## src/rtl/relocVictimPkg.sv

```systemverilog
package relocVictimPkg;

  // Victim classes in priority order; index 0 wins over 1, 1 over 2.
  localparam int NUM_CLASSES = 3;
  localparam int CLS_EMPTY   = 0;
  localparam int CLS_DEAD    = 1;
  localparam int CLS_PLAIN   = 2;

  // Strobes from control to datapath.
  typedef struct packed {
    logic captureEn;   // load result registers this edge
    logic holdEn;      // keep result registers (no request)
  } ctrlStrobeT;

endpackage

```

## src/rtl/relocAgePick.sv

```systemverilog
// Picks the candidate with the largest age; equal ages resolve to lower index.
module relocAgePick #(
  parameter int NUM_WAYS = 16,
  parameter int AGE_W    = 4,
  localparam int IDX_W   = $clog2(NUM_WAYS)
) (
  input  logic [NUM_WAYS-1:0]       candVec,
  input  logic [NUM_WAYS*AGE_W-1:0] ageFlat,
  output logic                      pickFound,
  output logic [IDX_W-1:0]          pickWay
);

  logic [AGE_W-1:0] bestAge;

  always_comb begin
    pickFound = 1'b0;
    pickWay   = '0;
    bestAge   = '0;
    for (int i = 0; i < NUM_WAYS; i++) begin
      if (candVec[i] && (!pickFound || (ageFlat[i*AGE_W +: AGE_W] > bestAge))) begin
        pickFound = 1'b1;
        pickWay   = IDX_W'(i);
        bestAge   = ageFlat[i*AGE_W +: AGE_W];
      end
    end
  end

endmodule

```

## src/rtl/relocHitDetect.sv

```systemverilog
// Hit qualification: valid, not relocated, tag equal; lowest index wins.
module relocHitDetect #(
  parameter int NUM_WAYS = 16,
  parameter int TAG_W    = 20,
  localparam int IDX_W   = $clog2(NUM_WAYS)
) (
  input  logic [NUM_WAYS-1:0]       wayValid,
  input  logic [NUM_WAYS-1:0]       wayReloc,
  input  logic [NUM_WAYS*TAG_W-1:0] wayTags,
  input  logic [TAG_W-1:0]          lookupTag,
  output logic                      hitAny,
  output logic [IDX_W-1:0]          hitIdx
);

  logic [NUM_WAYS-1:0] tagEq;
  logic [NUM_WAYS-1:0] hitVec;

  for (genvar g = 0; g < NUM_WAYS; g++) begin : gCmp
    assign tagEq[g] = (wayTags[g*TAG_W +: TAG_W] == lookupTag);
  end

  assign hitVec = wayValid & ~wayReloc & tagEq;

  always_comb begin
    hitAny = 1'b0;
    hitIdx = '0;
    for (int i = NUM_WAYS - 1; i >= 0; i--) begin
      if (hitVec[i]) begin
        hitAny = 1'b1;
        hitIdx = IDX_W'(i);
      end
    end
  end

endmodule

```

## src/rtl/relocVictimCtrl.sv

```systemverilog
module relocVictimCtrl
  import relocVictimPkg::*;
(
  input  logic       clk,
  input  logic       rstN,
  input  logic       reqValid,
  output ctrlStrobeT ctl,
  output logic       respValid
);

  always_comb begin
    ctl.captureEn = reqValid;
    ctl.holdEn    = !reqValid;
  end

  always_ff @(posedge clk) begin
    if (!rstN) respValid <= 1'b0;
    else       respValid <= reqValid;
  end

  AST_RESP_AFTER_REQ: assert property (@(posedge clk) disable iff (!rstN)
    reqValid |=> respValid);
  AST_NO_SPURIOUS_RESP: assert property (@(posedge clk) disable iff (!rstN)
    !reqValid |=> !respValid);

endmodule

```

## src/rtl/relocVictimDatapath.sv

```systemverilog
module relocVictimDatapath
  import relocVictimPkg::*;
#(
  parameter int NUM_WAYS = 16,
  parameter int AGE_W    = 4,
  parameter int TAG_W    = 20,
  localparam int IDX_W   = $clog2(NUM_WAYS)
) (
  input  logic                      clk,
  input  logic                      rstN,
  input  ctrlStrobeT                ctl,
  input  logic [NUM_WAYS-1:0]       wayValid,
  input  logic [NUM_WAYS-1:0]       wayReloc,
  input  logic [NUM_WAYS-1:0]       wayDead,
  input  logic [NUM_WAYS-1:0]       wayPriv,
  input  logic [NUM_WAYS*AGE_W-1:0] wayAge,
  input  logic [NUM_WAYS*TAG_W-1:0] wayTags,
  input  logic [TAG_W-1:0]          lookupTag,
  output logic                      victimFound,
  output logic [IDX_W-1:0]          victimWay,
  output logic                      hitFound,
  output logic [IDX_W-1:0]          hitWay
);

  localparam logic [NUM_WAYS-1:0] LSB_ONE = NUM_WAYS'(1);

  logic [NUM_WAYS-1:0]       classCand [NUM_CLASSES];
  logic [NUM_WAYS*AGE_W-1:0] classAge  [NUM_CLASSES];
  logic [NUM_CLASSES-1:0]    classFound;
  logic [IDX_W-1:0]          classWay  [NUM_CLASSES];

  logic             nxtFound;
  logic [IDX_W-1:0] nxtWay;
  logic             nxtHit;
  logic [IDX_W-1:0] nxtHitWay;

  // Class membership. Empty ways ignore age so the lowest index wins.
  always_comb begin
    classCand[CLS_EMPTY] = ~wayValid;
    classCand[CLS_DEAD]  = wayValid & wayDead & ~wayPriv;
    classCand[CLS_PLAIN] = wayValid & ~wayPriv;
    classAge[CLS_EMPTY]  = '0;
    classAge[CLS_DEAD]   = wayAge;
    classAge[CLS_PLAIN]  = wayAge;
  end

  for (genvar c = 0; c < NUM_CLASSES; c++) begin : gClass
    relocAgePick #(
      .NUM_WAYS(NUM_WAYS),
      .AGE_W   (AGE_W)
    ) u_pick (
      .candVec  (classCand[c]),
      .ageFlat  (classAge[c]),
      .pickFound(classFound[c]),
      .pickWay  (classWay[c])
    );
  end

  // Priority across classes.
  always_comb begin
    nxtFound = 1'b0;
    nxtWay   = '0;
    for (int c = NUM_CLASSES - 1; c >= 0; c--) begin
      if (classFound[c]) begin
        nxtFound = 1'b1;
        nxtWay   = classWay[c];
      end
    end
  end

  relocHitDetect #(
    .NUM_WAYS(NUM_WAYS),
    .TAG_W   (TAG_W)
  ) u_hit (
    .wayValid (wayValid),
    .wayReloc (wayReloc),
    .wayTags  (wayTags),
    .lookupTag(lookupTag),
    .hitAny   (nxtHit),
    .hitIdx   (nxtHitWay)
  );

  always_ff @(posedge clk) begin
    if (!rstN) begin
      victimFound <= 1'b0;
      victimWay   <= '0;
      hitFound    <= 1'b0;
      hitWay      <= '0;
    end else if (ctl.captureEn) begin
      victimFound <= nxtFound;
      victimWay   <= nxtWay;
      hitFound    <= nxtHit;
      hitWay      <= nxtHitWay;
    end
  end

  AST_EMPTY_FIRST: assert property (@(posedge clk) disable iff (!rstN)
    ($past(ctl.captureEn) && $past(rstN) && ($past(wayValid) != '1))
      |-> (victimFound && ((($past(wayValid) >> victimWay) & LSB_ONE) == '0)));
  AST_DEAD_BEFORE_PLAIN: assert property (@(posedge clk) disable iff (!rstN)
    ($past(ctl.captureEn) && $past(rstN) && ($past(wayValid) == '1)
      && ($past(wayDead & ~wayPriv) != '0))
      |-> (victimFound && ((($past(wayDead & ~wayPriv) >> victimWay) & LSB_ONE) != '0)));
  AST_NO_PRIV_VICTIM: assert property (@(posedge clk) disable iff (!rstN)
    ($past(ctl.captureEn) && $past(rstN) && victimFound)
      |-> ((($past(wayValid & wayPriv) >> victimWay) & LSB_ONE) == '0));
  AST_NOT_FOUND_ONLY_IF_ALL_PRIV: assert property (@(posedge clk) disable iff (!rstN)
    ($past(ctl.captureEn) && $past(rstN) && !victimFound)
      |-> ($past(wayValid & wayPriv) == '1));
  AST_HIT_QUALIFIED: assert property (@(posedge clk) disable iff (!rstN)
    ($past(ctl.captureEn) && $past(rstN) && hitFound)
      |-> ((($past(wayValid & ~wayReloc) >> hitWay) & LSB_ONE) != '0));
  AST_HOLD_IDLE: assert property (@(posedge clk) disable iff (!rstN)
    ($past(ctl.holdEn) && $past(rstN))
      |-> ($stable(victimFound) && $stable(victimWay) && $stable(hitFound) && $stable(hitWay)));

endmodule

```

## src/rtl/relocVictimSel.sv

```systemverilog
module relocVictimSel
  import relocVictimPkg::*;
#(
  parameter int NUM_WAYS = 16,
  parameter int AGE_W    = 4,
  parameter int TAG_W    = 20,
  localparam int IDX_W   = $clog2(NUM_WAYS)
) (
  input  logic                      clk,
  input  logic                      rstN,
  input  logic                      reqValid,
  input  logic [NUM_WAYS-1:0]       wayValid,
  input  logic [NUM_WAYS-1:0]       wayReloc,
  input  logic [NUM_WAYS-1:0]       wayDead,
  input  logic [NUM_WAYS-1:0]       wayPriv,
  input  logic [NUM_WAYS*AGE_W-1:0] wayAge,
  input  logic [NUM_WAYS*TAG_W-1:0] wayTags,
  input  logic [TAG_W-1:0]          lookupTag,
  output logic                      respValid,
  output logic                      victimFound,
  output logic [IDX_W-1:0]          victimWay,
  output logic                      hitFound,
  output logic [IDX_W-1:0]          hitWay
);

  ctrlStrobeT ctl;

  relocVictimCtrl u_ctrl (
    .clk      (clk),
    .rstN     (rstN),
    .reqValid (reqValid),
    .ctl      (ctl),
    .respValid(respValid)
  );

  relocVictimDatapath #(
    .NUM_WAYS(NUM_WAYS),
    .AGE_W   (AGE_W),
    .TAG_W   (TAG_W)
  ) u_dp (
    .clk        (clk),
    .rstN       (rstN),
    .ctl        (ctl),
    .wayValid   (wayValid),
    .wayReloc   (wayReloc),
    .wayDead    (wayDead),
    .wayPriv    (wayPriv),
    .wayAge     (wayAge),
    .wayTags    (wayTags),
    .lookupTag  (lookupTag),
    .victimFound(victimFound),
    .victimWay  (victimWay),
    .hitFound   (hitFound),
    .hitWay     (hitWay)
  );

endmodule

```

## config.mk

```make
export PLATFORM = sky130hd
export DESIGN_NAME = relocVictimSel
export DESIGN_NICKNAME = d
export VERILOG_FILES = /design/src/rtl/relocVictimPkg.sv /design/src/rtl/relocAgePick.sv /design/src/rtl/relocHitDetect.sv /design/src/rtl/relocVictimCtrl.sv /design/src/rtl/relocVictimDatapath.sv /design/src/rtl/relocVictimSel.sv
export SDC_FILE = /design/constraint.sdc
export NUM_CORES = 1
export LEC_CHECK = 0
export BUFFER_PORTS_ARGS = -buffer_cell sky130_fd_sc_hd__buf_2
export CORE_AREA = 4 4 184 186
export DETAILED_ROUTE_END_ITERATION = 6
export DIE_AREA = 0 0 188 190
export GPL_TIMING_DRIVEN = 0
export RECOVER_POWER = 25
export SYNTH_ARGS = -nofsm -noshare
export SYNTH_HDL_FRONTEND = slang
export SYNTH_SLANG_ARGS = --single-unit
```

## constraint.sdc

```tcl
create_clock -name clk -period 35.4 [get_ports clk]
set_input_delay 1.77 -clock clk [delete_from_list [all_inputs] [get_ports clk]]
set_output_delay 1.77 -clock clk [all_outputs]
set_load 0.01 [all_outputs]
```

==> impl_metrics.yaml, run 1 <==
floorplan:
  initial_core_util: 0.327
  design.portCount: 482
  die_h_um: 190
  rows: 66
  die_w_um: 188
  core_um2: 32300
  dieArea_um2: 35700
global_route:
  grt_pass1_wl_um: 76900
  grt_max_degree: 11
  antenna_found_initial: 11
  grt-ovfl-total: 0
  grt_usage: 0.278
  grt_pass1_vias: 13200
critical_path:
  cp.required_ns: 35.52
  cpMostUsedCell: "a21oi_1"
  critical-path-slowest-cell: "o311ai_2"
  critPathLaunchType: "input port"
  path_max_fanout: 10
  worstSetupPathType: "in -> reg"
  crit_path_end_kind: "flip-flop"
  critical_path.top_delay_family: "compound AO/OA/AOI/OAI gates"
  cp_slowest_stage_delay_ns: 0.59
  critPathBufInv: 13
  critPathArrivalTime_ns: 27.91
placed_design:
  gp_congestion: 0.961
  port_buffers: 457
  placed_area_um2: 13400
  hpwl_um: 46800
drt:
  antenna_left: 0
  wl_per_cell_um: 22.3
  avgViaCountPerCell: 5.53
  drt_iter0_drc: 824
  drt_pass1_iterations: 5
  via_count: 13200
  remaining_drc_errors: 0
  wl_um: 53000
finish:
  area_delta_synth_final_pct: 27.8
  layout-drive-gt1-share: 0.269
  layout_common_cells: "buf_2, xor2_1, xnor2_1, ha_1, inv_1"
  fin_area_um2: 13500
  fin_nets: 2506
  fillers: 3504
  layout_commonest_cell: "buf_2"
synthesis:
  synth-edff-count: 0
  ys_warn_count: 0
  syn_inst: 1469
  synthDistinctLibCells: 95
  yosys_register_bits: 11
  synth_flop_cell: "dfxtp_1"
  synth_area_um2: 10600
  ys_async_sr_fraction: 0
  yosysSeqAreaShare: 0.0209
  synth_nets: 2044
  syn_area_per_cell_um2: 7.18
pwr:
  p_leak_nw: 6.12
  ir_drop_mv: 0.0120
  power.total_uw: 367
  powerDensity_nw_per_um2: 27.2
sta:
  min_period_over_period: 0.785
  relSlewSlack: 0.197
  hold_viol: 0
  min_period_ns: 27.79
  finalMaxSlewViolations: 0
  fin_setup_tns_ns: 0
  max_freq_mhz: 36.0
  rsz0062_at_grt: "no"
  final.setup_skew_ns: 0
  tightest_slew_ns: 1.21
  hold_slack_ns: 0.477
  setup_viol: 0
clock_network:
  tritoncts: "done"
  cts_setup_buffers: 0
  htreeDepth: 1
  cts_buffers: 3
  clk_pin_slew_ns: 0.05
  clock_latency_ns: 0.24
  root_buffer: "clkbuf_16"
  clk_path_buf_depth: 2
  ctsResizeCount: 0
  holdBufCountCts: 0
  cts.sinks: 11
run_status:
  outcome: "finished, final reports clean"
run:
  maxCapViolCount: 0
hold_path:
  hold_path.class: "reg -> reg"
==> layer usage <==
layer | vias to the layer above | wire length [um] | GRT usage
met5 | - | 24 | 0
met4 | 4 | 2150 | 0.102
met3 | 112 | 3050 | 0.0341
met2 | 515 | 26300 | 0.502
met1 | 6212 | 21500 | 0.338
li1 | 6316 | - | -
==> power by group <==
part	internal, mW	switching, mW	total, mW
Clock	0.0152	0.00619	0.0214
Combinational	0.146	0.187	0.333
Sequential	0.0128	0.000232	0.0130
Total	0.174	0.194	0.367
==> final timing paths <==
kind                          start                end  slack [ns]  depth (start not counted)
hold / removal       u_dp.hitWay[1]     u_dp.hitWay[1]        0.48                          2
hold reg to reg      u_dp.hitWay[1]     u_dp.hitWay[1]        0.48                          2
setup reg to reg  u_dp.victimWay[2]  u_dp.victimWay[2]       34.46                          2
setup / recovery        wayValid[0]  u_dp.victimWay[2]        7.61                        125
==> tightest hold or removal path, cell delays in order (launching register included) <==
cell and delay [ns]:
dfxtp_1 0.31, nand2_1 0.06, a21boi_0 0.06
==> synthesized netlist by cell type (6+ instances only) <==
| cell | n | area (um^2) |
|---|---|---|
| a21o_1 | 14 | 105 |
| ha_1 | 104 | 1300 |
| o21a_1 | 16 | 120 |
| clkbuf_1 | 46 | 173 |
| xor2_1 | 167 | 1460 |
| a211oi_1 | 7 | 52.6 |
| nand2b_1 | 26 | 163 |
| and2_1 | 13 | 81.3 |
| o21ai_0 | 72 | 360 |
| buf_1 | 9 | 33.8 |
| and3_1 | 7 | 43.8 |
| a31oi_1 | 20 | 125 |
| nor3_1 | 18 | 90.1 |
| nor2b_1 | 38 | 238 |
| a32oi_1 | 6 | 52.6 |
| a41oi_1 | 6 | 52.6 |
| dfxtp_1 | 11 | 220 |
| mux2_2 | 18 | 203 |
| nand2_1 | 83 | 312 |
| o22ai_1 | 8 | 50.1 |
| o211ai_1 | 21 | 158 |
| o311ai_0 | 7 | 61.3 |
| nor4_1 | 52 | 325 |
| inv_1 | 90 | 338 |
| nand4_1 | 58 | 363 |
| o21ai_1 | 6 | 30.0 |
| nand4b_1 | 9 | 78.8 |
| o21bai_1 | 13 | 97.6 |
| nand3b_1 | 7 | 52.6 |
| xnor2_1 | 153 | 1340 |
| a21oi_1 | 88 | 440 |
| mux2i_1 | 28 | 280 |
| nand3_1 | 31 | 155 |
| or3_1 | 7 | 43.8 |
| o31ai_1 | 6 | 45.0 |
| nor2_1 | 79 | 297 |
==> kinds of logic after synthesis <==
| group | count (synthesis) | share of synthesized area |
|---|---|---|
| AO/OA/AOI/OAI | 365 | 0.236 |
| XOR/XNOR | 320 | 0.266 |
| adder cells (fa/ha/maj) | 105 | 0.124 |
| buffers and inverters | 149 | 0.0541 |
| flip-flops | 11 | 0.0209 |
| multiplexers | 50 | 0.0515 |
| AND/OR/NAND/NOR | 469 | 0.247 |
==> flip-flops by register name (all words and copies together), names as in the netlist <==
signal,cells
u_dp.hitWay,4
u_dp.victimWay,4
u_dp.hitFound,1
u_dp.victimFound,1
u_ctrl.respValid,1
==> through the flow <==
step | cells | worst slack (ns) | utilization
after floorplan | 1469 | 11.95 | -
after global placement | 2368 | 7.90 | 0.415
after detailed placement | 2368 | 7.44 | 0.415
after CTS | 2372 | 7.59 | 0.417
after global routing | 2380 | 5.14 | 0.418
final | 2380 | 7.61 | 0.418
==> cell type report <==
| class | count | area [um^2] | area share |
|---|---|---|---|
| buffer | 59 | 233 | 0.0173 |
| timing repair buffer | 457 | 2280 | 0.169 |
| multi-input combinational | 1309 | 9760 | 0.724 |
| sequential | 11 | 220 | 0.0163 |
| tap | 442 | 553 | 0.0410 |
| antenna | 8 | 20.0 | 0.00148 |
| clock buffer | 4 | 78.8 | 0.00584 |
| inverter | 90 | 338 | 0.0250 |
No activity file was read; power rests on OpenSTA's default activity.
==> run 2, diff against run 1 <==
--- a/config.mk
+++ b/config.mk
@@ -5,10 +5,11 @@
 export SDC_FILE = /design/constraint.sdc
 export NUM_CORES = 1
 export LEC_CHECK = 0
+export ABC_AREA = 1
 export BUFFER_PORTS_ARGS = -buffer_cell sky130_fd_sc_hd__buf_2
-export CORE_AREA = 4 4 184 186
+export CORE_AREA = 4 4 187 189
 export DETAILED_ROUTE_END_ITERATION = 6
-export DIE_AREA = 0 0 188 190
+export DIE_AREA = 0 0 191 193
 export GPL_TIMING_DRIVEN = 0
 export RECOVER_POWER = 25
 export SYNTH_ARGS = -nofsm -noshare
==> constraint.sdc (replaced) <==
create_clock -name clk -period 26.6 [get_ports clk]
set_input_delay 1.33 -clock clk [delete_from_list [all_inputs] [get_ports clk]]
set_output_delay 1.33 -clock clk [all_outputs]
set_load 0.01 [all_outputs]
==> run 2 against run 1 <==
Against the previous run:
- the run now ends with DRC left
- total power up 27%
- first-iteration DRC count is 43% higher
- die area grew 3.2%
- design area shrank 1.7%
- largest power group unchanged
- highest routed layer unchanged
- via count grew 14%
- worst setup slack worse by 0.39 ns
==> impl_metrics.yaml, run 2 <==
placed_design:
  hpwl_um: 52100
  dp_cells: 2774
  port_buffers: 469
  gp_congestion: 1.02
run_status:
  violations: "DRC"
  outcome: "complete, but fails checks"
clock_network:
  cts_buffers: 3
  holdBufCountCts: 0
  root_buffer: "clkbuf_16"
  ctsResizeCount: 0
  clk_path_buf_depth: 2
  cts.sinks: 11
  clk_pin_slew_ns: 0.04
  clock_latency_ns: 0.24
  tritoncts: "done"
  cts_setup_buffers: 0
  htreeDepth: 1
finish:
  layout_common_cells: "nand2_1, buf_2, inv_1, o21ai_0, nand3_1"
  layout-drive-gt1-share: 0.256
  fillers: 3836
  area_delta_synth_final_pct: 29.4
  layoutNonFillerInstCount: 2790
  reg_top3: "u_dp.hitWay x4, u_dp.victimWay x4"
  layout_commonest_cell: "nand2_1"
  fin_nets: 2906
drt:
  avgViaCountPerCell: 5.37
  wl_um: 59600
  via_count: 15000
  remaining_drc_errors: 19
  drt_pass1_iterations: 7
  antenna_left: 0
  drt_iter0_drc: 1181
  wl_per_cell_um: 21.4
sta:
  final.setup_skew_ns: 0
  hold_viol: 0
  setup_viol: 0
  min_period_over_period: 0.728
  fin_setup_tns_ns: 0
  rsz0062_at_grt: "no"
  relSlewSlack: 0.119
  finalMaxSlewViolations: 0
  max_freq_mhz: 51.6
  min_period_ns: 19.38
  tightest_slew_ns: 1.32
synthesis:
  synth_area_um2: 10200
  yosys-top-cells-area: "nand2_1, ha_1, inv_1"
  synth_nets: 2432
  syn_area_per_cell_um2: 5.51
  syn_inst: 1857
  synth_flop_cell: "dfxtp_1"
  synthDistinctLibCells: 52
  yosysMostFrequentCell: "nand2_1"
  synth_top_area_cell: "nand2_1"
  ys_warn_count: 0
  ys_async_sr_fraction: 0
  synth-edff-count: 0
  synth_common_cells: "nand2_1, inv_1, o21ai_0"
  yosys_register_bits: 11
  yosysSeqAreaShare: 0.0215
  netlist.area_leader.share: 0.183
critical_path:
  r2r_slack_ns: 25.92
  worstSetupPathType: "in -> reg"
  crit_path_end_kind: "flip-flop"
  r2r-end: "u_dp.victimWay[0]"
  critPathArrivalTime_ns: 19.50
  path_max_fanout: 10
  critical-path-slowest-cell: "o21ai_0"
  cp_slowest_stage_delay_ns: 0.36
  critPathLaunchType: "input port"
  crit_start: "wayValid[0]"
  r2r_start: "u_dp.victimWay[0]"
  r2r_cells: 2
  cp.required_ns: 26.72
  cpMostUsedCell: "nand2_1"
global_route:
  grt_pass1_vias: 14200
  grt_max_degree: 11
  grt_pass1_wl_um: 84300
  grt-ovfl-total: 0
  grt_usage: 0.300
  antenna_found_initial: 15
floorplan:
  die_h_um: 193
  rows: 67
  design.portCount: 482
  dieArea_um2: 36900
  initial_core_util: 0.308
  core_um2: 33300
  die_w_um: 191
run:
  maxCapViolCount: 0
hold_path:
  min_delay_path_depth: 2
  min_from: "u_dp.hitWay[0]"
  whs_endpoint: "u_dp.hitWay[0]"
  hold_path.class: "reg -> reg"
pwr:
  powerDensity_nw_per_um2: 35.2
  p_leak_nw: 7.33
  ir_drop_mv: 0.0160
## run 2: changes by cell type after synthesis, moves of 38 or more
cell | before | now
a21oi_1 | 88 | 39
inv_1 | 90 | 244
nand2_1 | 83 | 500
nand2_2 | 0 | 46
nand3_1 | 31 | 107
nor2b_1 | 38 | 0
o21ai_0 | 72 | 167
o22ai_1 | 8 | 64
xnor2_1 | 153 | 32
xor2_1 | 167 | 52
## run 2: how the worst max path moves through the flow
stage | to | slack, ns | cells past startpoint
floorplan | u_dp.victimWay[2] | 9.85 | 160
global placement | u_dp.victimWay[2] | 7.50 | 158
detailed placement | u_dp.victimWay[2] | 7.05 | 159
CTS | u_dp.victimWay[2] | 7.28 | 159
global route | u_dp.victimWay[2] | 5.16 | 159
finish | u_dp.victimWay[2] | 7.22 | 159
## run 2: stage by stage
| step | area [um^2] | util | power [mW] | setup WS, ns | hold slack (ns) |
|---|---|---|---|---|---|
| finish | 13300 | 0.398 | 0.467 | 7.22 | 0.468 |
| global route | 13200 | 0.398 | 0.530 | 5.16 | 0.503 |
| CTS | 13200 | 0.397 | 0.466 | 7.28 | 0.468 |
| detailed placement | 13100 | 0.395 | 0.435 | 7.05 | 0.461 |
| global placement | 13100 | 0.395 | 0.426 | 7.50 | 0.453 |
| floorplan | 10200 | - | 0.308 | 9.85 | 0.490 |
## run 2: cell type report
cell class	count	area (um^2)	share of cell area
Inverter	274	1030	0.0779
Antenna cell	12	30.0	0.00227
Clock buffer	4	78.8	0.00595
Sequential cell	11	220	0.0166
Timing Repair Buffer	469	2340	0.177
Buffer	62	317	0.0239
Tap cell	448	561	0.0423
Multi-Input combinational cell	1510	8670	0.654
## run 2: worst max-delay path, delay by kind of cell
family	cells	cell delay [ns]
adders and majority gates	15	4.63
and+or+nand+nor	82	6.69
AOI/OAI and AO/OA	39	4.93
buffers and inverters	23	1.87
## run 2: cell families (layout without fill, tap and decap cells)
kind of cell	after synthesis	count (layout)	synth area share
other cells	0	12	0
fa+ha+maj	104	104	0.127
xor+xnor	84	84	0.0718
compound gates	399	399	0.238
flops	11	11	0.0215
simple gates	923	923	0.410
buf+inv	336	809	0.132
## run 2: power breakdown
part / switching (mW) / internal [mW] / leakage [nW] / total [mW]
Combinational: 0.258 / 0.164 / 7.20 / 0.421
Clock: 0.00789 / 0.0202 / 0.0382 / 0.0281
Sequential: 0.000308 / 0.0170 / 0.0897 / 0.0173
## run 2: per-layer routing
metal | vias to the layer above | wire [um] | global-route usage
met5 | - | 34 | 0
met4 | 6 | 1980 | 0.0986
met3 | 117 | 5270 | 0.0562
met2 | 716 | 28100 | 0.509
met1 | 6864 | 24200 | 0.386
li1 | 7280 | - | -
==> run 3, diff against run 2 <==
==> constraint.sdc (replaced) <==
create_clock -name clk -period 17.85 [get_ports clk]
set_input_delay 0.8925 -clock clk [delete_from_list [all_inputs] [get_ports clk]]
set_output_delay 0.8925 -clock clk [all_outputs]
set_load 0.01 [all_outputs]
==> run 3 against run 2 <==
Against the previous run:
- the run now ends clean
- first-iteration DRC count grew 6.9%
- hold slack about the same
- design area increased by 14%
- register-to-register slack worse by 8.8 ns
- total power rose by 85%
- non-clock buffer count increased by 87
- core utilization up 5.4 points
- clock-buffer cell count did not move
- routed wire length rose by 4.0%
- critical endpoint is now u_dp.victimWay[3]
- highest routed layer unchanged
==> impl_metrics.yaml, run 3 (same netlist as run 2, synthesis figures left out) <==
sta:
  hold_slack_ns: 0.468
  postLayoutSetupSlackWorst_ns: 0.438
  setup_viol: 0
  max_freq_mhz: 57.4
  min_period_over_period: 0.975
  final.setup_skew_ns: 0
  rsz0062_at_grt: "yes"
  tightest_slew_ns: 1.33
  finalMaxSlewViolations: 0
  hold_viol: 0
  min_period_ns: 17.41
  relSlewSlack: 0.114
floorplan:
  die_w_um: 191
  initial_core_util: 0.308
  die_h_um: 193
  core_um2: 33300
  dieArea_um2: 36900
  design.portCount: 482
  rows: 67
global_route:
  grt_max_degree: 11
  grt_usage: 0.302
  grt-ovfl-total: 0
  grt_pass1_wl_um: 85000
  antenna_found_initial: 15
  grt_pass1_vias: 14400
placed_design:
  dp_cells: 2774
  hpwl_um: 52100
  gp_congestion: 1.02
  port_buffers: 469
  pre_cts_ws_ns: -1.26
clock_network:
  clock_latency_ns: 0.24
  clk_path_buf_depth: 2
  htreeDepth: 1
  tritoncts: "done"
  cts_buffers: 3
  holdBufCountCts: 0
  cts.sinks: 11
  clk_pin_slew_ns: 0.04
  root_buffer: "clkbuf_16"
pwr:
  power.total_uw: 861
  swShare: 0.544
  p_leak_nw: 7.95
  p_switching_uw: 468
  internal_power_uw: 393
  clockPowerShare: 0.049
  ir_drop_mv: 0.0289
  powerDensity_nw_per_um2: 57.2
  p_seq_frac: 0.030
  power.share.combinational: 0.922
critical_path:
  critical-path-slowest-cell: "ha_1"
  cp_slowest_stage_delay_ns: 0.33
  critPathLaunchType: "input port"
  crit_path_end_kind: "flip-flop"
  cp.required_ns: 17.96
  worstSetupPathType: "in -> reg"
  cpMostUsedCell: "nand2_1"
  path_max_fanout: 8
  critPathArrivalTime_ns: 17.53
run:
  maxCapViolCount: 0
finish:
  fin_nets: 2999
  layout_common_cells: "buf_2, nand2_1, inv_1, nor2_1, nand3_1"
  reg_top3: "u_dp.hitWay x4, u_dp.victimWay x4"
  layout_commonest_cell: "buf_2"
  layout-drive-gt1-share: 0.357
  layoutNonFillerInstCount: 2886
  area_delta_synth_final_pct: 47.1
drt:
  antenna_left: 0
  drt_pass1_iterations: 5
  wl_um: 62000
  via_count: 15700
  avgViaCountPerCell: 5.44
  remaining_drc_errors: 0
  wl_per_cell_um: 21.5
  drt_iter0_drc: 1263
run_status:
  outcome: "finished, final reports clean"
hold_path:
  hold_path.class: "reg -> reg"
run 3: cell count changes in the layout (fill, tap and decap cells not counted), moves of 36 or more:
cell / previous run / this run
buf_4: 2 / 78
nand2_1: 500 / 439
nand2_2: 46 / 93
o21ai_0: 167 / 94
o21ai_2: 3 / 39
run 3: power by group through the flow:
stage	Combinational [mW]	Clock (mW)	Sequential, mW
2_1_floorplan	0.432	0	0.0264
3_3_place_gp	0.608	0	0.0262
3_5_place_dp	0.622	0	0.0262
4_1_cts	0.643	0.0439	0.0258
5_1_grt	0.886	0.0456	0.0258
6_report	0.794	0.0418	0.0258
run 3: repair_timing:
action                     CTS  global route
setup endpoints to repair    4             4
resized for setup           68           243
buffers inserted             9            74
gates cloned                 3             7
pin swaps                   19           190
run 3: stage by stage:
step	TNS, ns	cell area [um^2]	util
3_5_place_dp	-4.56	13100	0.395
6_report	0	15100	0.453
2_1_floorplan	0	10200	-
3_3_place_gp	-2.80	13100	0.395
4_1_cts	0	13400	0.403
5_1_grt	-3.66	15100	0.452
run 3: final timing paths:
check / start / endpoint / slack, ns / depth (start not counted)
hold / removal: u_dp.hitWay[0] / u_dp.hitWay[0] / 0.47 / 2
setup / recovery: wayValid[0] / u_dp.victimWay[3] / 0.44 / 160
setup reg to reg: u_dp.victimWay[0] / u_dp.victimWay[0] / 17.17 / 2
hold reg to reg: u_dp.hitWay[0] / u_dp.hitWay[0] / 0.47 / 2
run 3: cell type report:
type	instances	area (um^2)
Clock buffer	4	78.8
Inverter	274	1040
Buffer	62	334
Timing Repair Buffer	556	3040
Antenna cell	15	37.5
Fill cell	3641	18200
Tap cell	448	561
Multi-Input combinational cell	1516	9740
Sequential cell	11	220
run 3: per-layer routing:
metal  up-vias  share of wire  wire length, um  global-route usage
met1      7253           0.40            24900               0.388
met4         6          0.039             2390              0.0994
met2       810           0.47            29300               0.514
li1       7486              -                -                   -
met3       142          0.086             5360              0.0571
met5         -        0.00055               34                   0
run 3: worst max-delay path: cells and delay by family:
kind | cells | cell delay (ns)
adders and majority gates | 15 | 4.22
buffers and inverters | 25 | 2.21
AOI/OAI and AO/OA | 35 | 3.34
and+or+nand+nor | 85 | 6.75
